[config.mk]
export PLATFORM = sky130hd
export DESIGN_NAME = smb_hsts_unit
export DESIGN_NICKNAME = d
export VERILOG_FILES = /design/src/rtl/smb_hsts_pkg.sv /design/src/rtl/hsts_sticky_bit.sv /design/src/rtl/hsts_semaphore.sv /design/src/rtl/hsts_defer.sv /design/src/rtl/smb_hsts_unit.sv
export SDC_FILE = /design/constraint.sdc
export NUM_CORES = 1
export LEC_CHECK = 0
export CELL_PAD_IN_SITES_DETAIL_PLACEMENT = 1
export CELL_PAD_IN_SITES_GLOBAL_PLACEMENT = 1
export CORE_MARGIN = 2
export CORE_UTILIZATION = 18
export CTS_BUF_LIST = sky130_fd_sc_hd__clkbuf_16
export DETAILED_ROUTE_END_ITERATION = 16
export HOLD_SLACK_MARGIN = 0.03
export PLACE_DENSITY = 0.81
export SLEW_MARGIN = 30
export SYNTH_ARGS = -nofsm -noshare
export SYNTH_HDL_FRONTEND = slang
export SYNTH_SLANG_ARGS = --single-unit
[constraint.sdc]
create_clock -name clk -period 1.8 [get_ports clk]
set_clock_uncertainty 0.1 [all_clocks]
set_input_delay 0.54 -clock clk [delete_from_list [all_inputs] [get_ports clk]]
set_output_delay 0.54 -clock clk [all_outputs]
set_load 0.005 [all_outputs]
[src/rtl/smb_hsts_pkg.sv]
// Package: register width and bit positions for the host status unit.
// Assumes one 8-bit register; positions are fixed because software decodes them.
package smb_hsts_pkg;
    localparam int REG_W   = 8;
    localparam int BIT_BD  = 7;   // byte done
    localparam int BIT_SEM = 6;   // ownership semaphore
    localparam int BIT_ALR = 5;   // alert status
    localparam int BIT_INT = 1;   // completion interrupt
endpackage

[src/rtl/hsts_sticky_bit.sv]
// Module: one status bit, set by hardware, cleared by a write-one strobe.
// Assumes set has priority over clear so that no event is dropped.
module hsts_sticky_bit (
    input  logic clk,
    input  logic rst_n,
    input  logic set,
    input  logic clr,
    output logic q
);
    // Purpose: hold the bit; set wins over clear; synchronous reset.
    always_ff @(posedge clk) begin
        if (!rst_n)      q <= 1'b0;
        else if (set)    q <= 1'b1;
        else if (clr)    q <= 1'b0;
    end

    AST_SET_WINS: assert property (@(posedge clk) disable iff (!rst_n)
        set |=> q);
    AST_HOLD_NO_CLR: assert property (@(posedge clk) disable iff (!rst_n)
        (q && !clr) |=> q);
endmodule

[src/rtl/hsts_semaphore.sv]
// Module: ownership semaphore that sets itself on the clock after a read.
// Assumes the read value is taken combinationally before the edge.
module hsts_semaphore (
    input  logic clk,
    input  logic rst_n,
    input  logic rd,
    input  logic clr,
    output logic q
);
    // Purpose: a read sets the bit for the next cycle; a write-one releases it.
    always_ff @(posedge clk) begin
        if (!rst_n)      q <= 1'b0;
        else if (rd)     q <= 1'b1;
        else if (clr)    q <= 1'b0;
    end

    AST_SEMA_NO_SELF_SET: assert property (@(posedge clk) disable iff (!rst_n)
        (!rd && !q) |=> !q);
    AST_SEMA_READ_SETS: assert property (@(posedge clk) disable iff (!rst_n)
        rd |=> q);
endmodule

[src/rtl/hsts_defer.sv]
// Module: remembers a pending block completion until byte done is cleared.
// Assumes last_set and bd_release never occur together (a release needs no set).
module hsts_defer (
    input  logic clk,
    input  logic rst_n,
    input  logic last_set,
    input  logic bd_release,
    output logic pend,
    output logic fire
);
    assign fire = pend & bd_release;

    // Purpose: track whether the final byte's completion is still owed.
    always_ff @(posedge clk) begin
        if (!rst_n)        pend <= 1'b0;
        else if (last_set) pend <= 1'b1;
        else if (fire)     pend <= 1'b0;
    end

    AST_PEND_DRAINS: assert property (@(posedge clk) disable iff (!rst_n)
        (fire && !last_set) |=> !pend);
endmodule

[src/rtl/smb_hsts_unit.sv]
// Module: SMBus host status register with W1C bits, read-set semaphore,
// alert capture in the resume domain and deferred block completion.
// Assumes the engine does not raise ev_done for the final byte of a block.
module smb_hsts_unit
    import smb_hsts_pkg::*;
(
    input  logic             clk,
    input  logic             rst_n,
    input  logic             rsm_rst_n,
    input  logic             rd_en,
    input  logic             wr_en,
    input  logic [REG_W-1:0] wr_data,
    output logic [REG_W-1:0] rd_data,
    input  logic             ev_byte,
    input  logic             ev_last,
    input  logic             ev_hbeat,
    input  logic             buf_mode,
    input  logic             ev_done,
    input  logic             alert_in,
    input  logic             alert_gpio,
    input  logic             irq_en,
    output logic             irq
);
    logic bd_q, sem_q, alr_q, int_q;
    logic bd_set, bd_clr, bd_release, last_set;
    logic alr_set, int_set;
    logic pend, fire;
    logic [REG_W-1:0] clr_mask;

    // Purpose: decode write-one clear strobes per bit position.
    assign clr_mask = wr_en ? wr_data : '0;

    // Purpose: qualify byte events; buffer mode and heartbeat block byte done.
    assign bd_set     = ev_byte & ~buf_mode & ~ev_hbeat;
    assign last_set   = bd_set & ev_last;
    assign bd_clr     = clr_mask[BIT_BD];
    assign bd_release = bd_clr & bd_q & ~bd_set;

    // Purpose: alert capture is suppressed while the pin is a GPIO.
    assign alr_set = alert_in & ~alert_gpio;

    // Purpose: completion interrupt from a plain transaction or a released block.
    assign int_set = ev_done | fire;

    hsts_sticky_bit u_bd (
        .clk(clk), .rst_n(rst_n), .set(bd_set), .clr(bd_clr), .q(bd_q));

    hsts_sticky_bit u_alr (
        .clk(clk), .rst_n(rsm_rst_n), .set(alr_set),
        .clr(clr_mask[BIT_ALR]), .q(alr_q));

    hsts_sticky_bit u_int (
        .clk(clk), .rst_n(rst_n), .set(int_set),
        .clr(clr_mask[BIT_INT]), .q(int_q));

    hsts_semaphore u_sem (
        .clk(clk), .rst_n(rst_n), .rd(rd_en),
        .clr(clr_mask[BIT_SEM]), .q(sem_q));

    hsts_defer u_defer (
        .clk(clk), .rst_n(rst_n), .last_set(last_set),
        .bd_release(bd_release), .pend(pend), .fire(fire));

    // Purpose: assemble the register image; unused positions read zero.
    always_comb begin
        rd_data          = '0;
        rd_data[BIT_BD]  = bd_q;
        rd_data[BIT_SEM] = sem_q;
        rd_data[BIT_ALR] = alr_q;
        rd_data[BIT_INT] = int_q;
    end

    // Purpose: request an interrupt while any interrupting bit is set.
    assign irq = irq_en & (bd_q | alr_q | int_q);

    AST_NO_BD_BLOCKED: assert property (@(posedge clk) disable iff (!rst_n)
        (!bd_q && (!ev_byte || buf_mode || ev_hbeat)) |=> !rd_data[BIT_BD]);
    AST_ALERT_GPIO: assert property (@(posedge clk) disable iff (!rsm_rst_n)
        (!alr_q && alert_gpio) |=> !rd_data[BIT_ALR]);
    AST_INT_HELD: assert property (@(posedge clk) disable iff (!rst_n)
        (!int_q && last_set && !ev_done) |=> !rd_data[BIT_INT]);
    AST_ALERT_KEEP_W0: assert property (@(posedge clk) disable iff (!rsm_rst_n)
        (alr_q && !(wr_en && wr_data[BIT_ALR])) |=> rd_data[BIT_ALR]);
endmodule

==> results.ini <==
[timing]
hold_violations=0
fin_crit_ns=1.75
period_share_pct=97.3
final.setup.tns_ns=0
drv_slew=0
setup_violations=0
fmax_mhz=571
rsz0062_at_grt=false
holdWs_ns=0.377

[worst_setup_path]
crit_buf_inv=1
path_cells=clkdlybuf4s50_1
required_ns=1.16
crit_arrival_ns=1.11
cpPeakStageDelay_ns=0.52
path_max_fanout=4
cp_slowest_cell=clkdlybuf4s50_1
critical_path.top_delay_family=buffers and inverters
critPathCaptureType=output port
crit_path_start_kind=flop
path_class=flop to output port

[global_routing]
grt_pass1_wl_um=1120
grtUsageTotal_pct=8.15
grt_max_degree=6
antenna_found_initial=0
grt_overflow=0
grt_pass1_vias=299

[clock_network]
post_cts_buffers=0
clockBufferDepth=2
clk_transition_reported_paths_ns=0.03
ctsHoldBuffers=0
numCtsBuffers=3
tritoncts=yes
cts_root_buf=clkbuf_16
insertion_delay_ns=0.23
cts.sinks=5
ctsHtreeMaxLevel=1

[layout]
area_growth_pct=89.0
design_area_um2=539
final_layout_size_suffix_gt1_share_pct=9.26
fillers=184
nets=76
fin_util_pct=36.2
stdcell_count=70
diodes=0

[synthesis]
synth_most_common_cell=buf_4
synth_compound_gate_area_share_pct=17.1
synthTopCellsByCount=8 x buf_4, 5 x dfxtp_1, 4 x nand2_1, 4 x nor2b_1, 3 x a21oi_1
ys.warnings.count=0
synthSimpleGateAreaFrac_pct=25.4
synth_seq_cells=5
async_reset_ff_share_pct=0
synth-edff-count=0
synth.area.top_cells=dfxtp_1 35%, buf_4 21%, nor2b_1 8.8%
synth_top_family_by_area=simple AND/OR/NAND/NOR gates
yosys-mux-area-fraction_pct=0
yosys.area_share.xor_xnor_pct=0
synth_area_per_cell_um2=8.39
yosysSeqAreaShare_pct=35.1
syn-cell-area_um2=285
yosysTopAreaCellShare_pct=35.1
synth_fa_ha_area_share_pct=0
yosysUniqueCellTypes=14
syn-instance-count=34
synth_area_leader_cell=dfxtp_1
synth_flop_cell=dfxtp_1

[route]
drc=0
drt_wl_total_um=723
vias_per_cell=4.09
post_drt_wl_per_cell_um=10.3
drt_iter0_markers=2
detail-route-antenna-nets=0
dr.pass1.iters=3
vias=286

[floorplanning]
die_h_um=43.8
start_util_pct=19.2
ios=30
core_area_mm2=0.00149
row_count=14
die_area_mm2=0.00192
die_w_um=43.8

[power_and_ir_drop]
peakVddDrop_v=0.000380
leakage_nw=0.219
cellPowerDensity_mw_per_mm2=1020

[placed_design]
hpwl_um=601
port_buffers=21
place.gp.congestion=0.665
placed_area_um2=467
place_inst=66

[run]
cap_violations=0

[min_path]
hold_class=flop to flop

[outcome]
status=finished, final reports clean

[worst paths after layout]
check / from / endpoint / slack, ns / depth (start not counted)
hold / removal: u_defer.pend / u_defer.pend / 0.38 / 2
setup reg to reg: u_bd.q / u_int.q / 0.88 / 2
hold reg to reg: u_defer.pend / u_defer.pend / 0.38 / 2
setup / recovery: u_bd.q / rd_data[7] / 0.05 / 1
[power by group]
part	switching (mW)	internal [mW]	total (mW)
combinational	0.0201	0.0488	0.0689
clock	0.0707	0.288	0.358
sequential	0.00407	0.118	0.122
[cells by family after synthesis]
logic type,count (synthesis)
other cells,1
buf+inv,8
simple gates,12
flops,5
compound gates,8
[cell type report]
cell class,instances,area [µm²],area share (%)
clock buffer,3,75.1,13.9
clock inverter,1,3.75,0.696
multi-input combinational,24,136,25.3
sequential,5,100,18.6
tap,16,20.0,3.71
timing repair buffer,21,204,37.8
[flip-flops by register name (all words and copies together), names as in the netlist]
signal	count
u_sem.q	1
u_int.q	1
u_alr.q	1
u_bd.q	1
u_defer.pend	1
[cells in the final DEF (no fill, tap or decap)]
cell type / synthesis / final
nand3_1: 2 / 2
dlygate4sd2_1: 0 / 1
conb_1: 1 / 4
nor3b_4: 1 / 1
clkdlybuf4s50_1: 0 / 19
buf_2: 0 / 1
o31a_1: 1 / 1
nand2_1: 4 / 4
inv_1: 0 / 1
o21ai_0: 1 / 1
nor2_1: 1 / 1
clkbuf_16: 0 / 3
o31ai_1: 1 / 1
nor2b_1: 4 / 4
a21boi_0: 1 / 1
dfxtp_1: 5 / 5
a21oi_1: 3 / 3
o21ai_1: 1 / 1
[through the flow]
step | power, mW | worst slack, ns
floorplan | 0.154 | 0.500
global placement | 0.194 | -0.469
detailed placement | 0.196 | -0.466
CTS | 0.560 | 0.0354
global route | 0.576 | 0.00260
finish | 0.549 | 0.0495
[metal layers]
layer	vias up	track usage, %	part of all wire [%]
li1	142	-	-
met1	127	7.79	37
met2	17	13.2	51
met5	-	0	0
met4	0	5.45	0
met3	0	4.58	12
[what timing repair did]
item                                    4_1_cts  5_1_grt
endpoints found under the setup margin        1        0
hold endpoints to repair                      0        0
resized for setup                             5        0
Note: power is estimated with default switching activity, not from simulation.
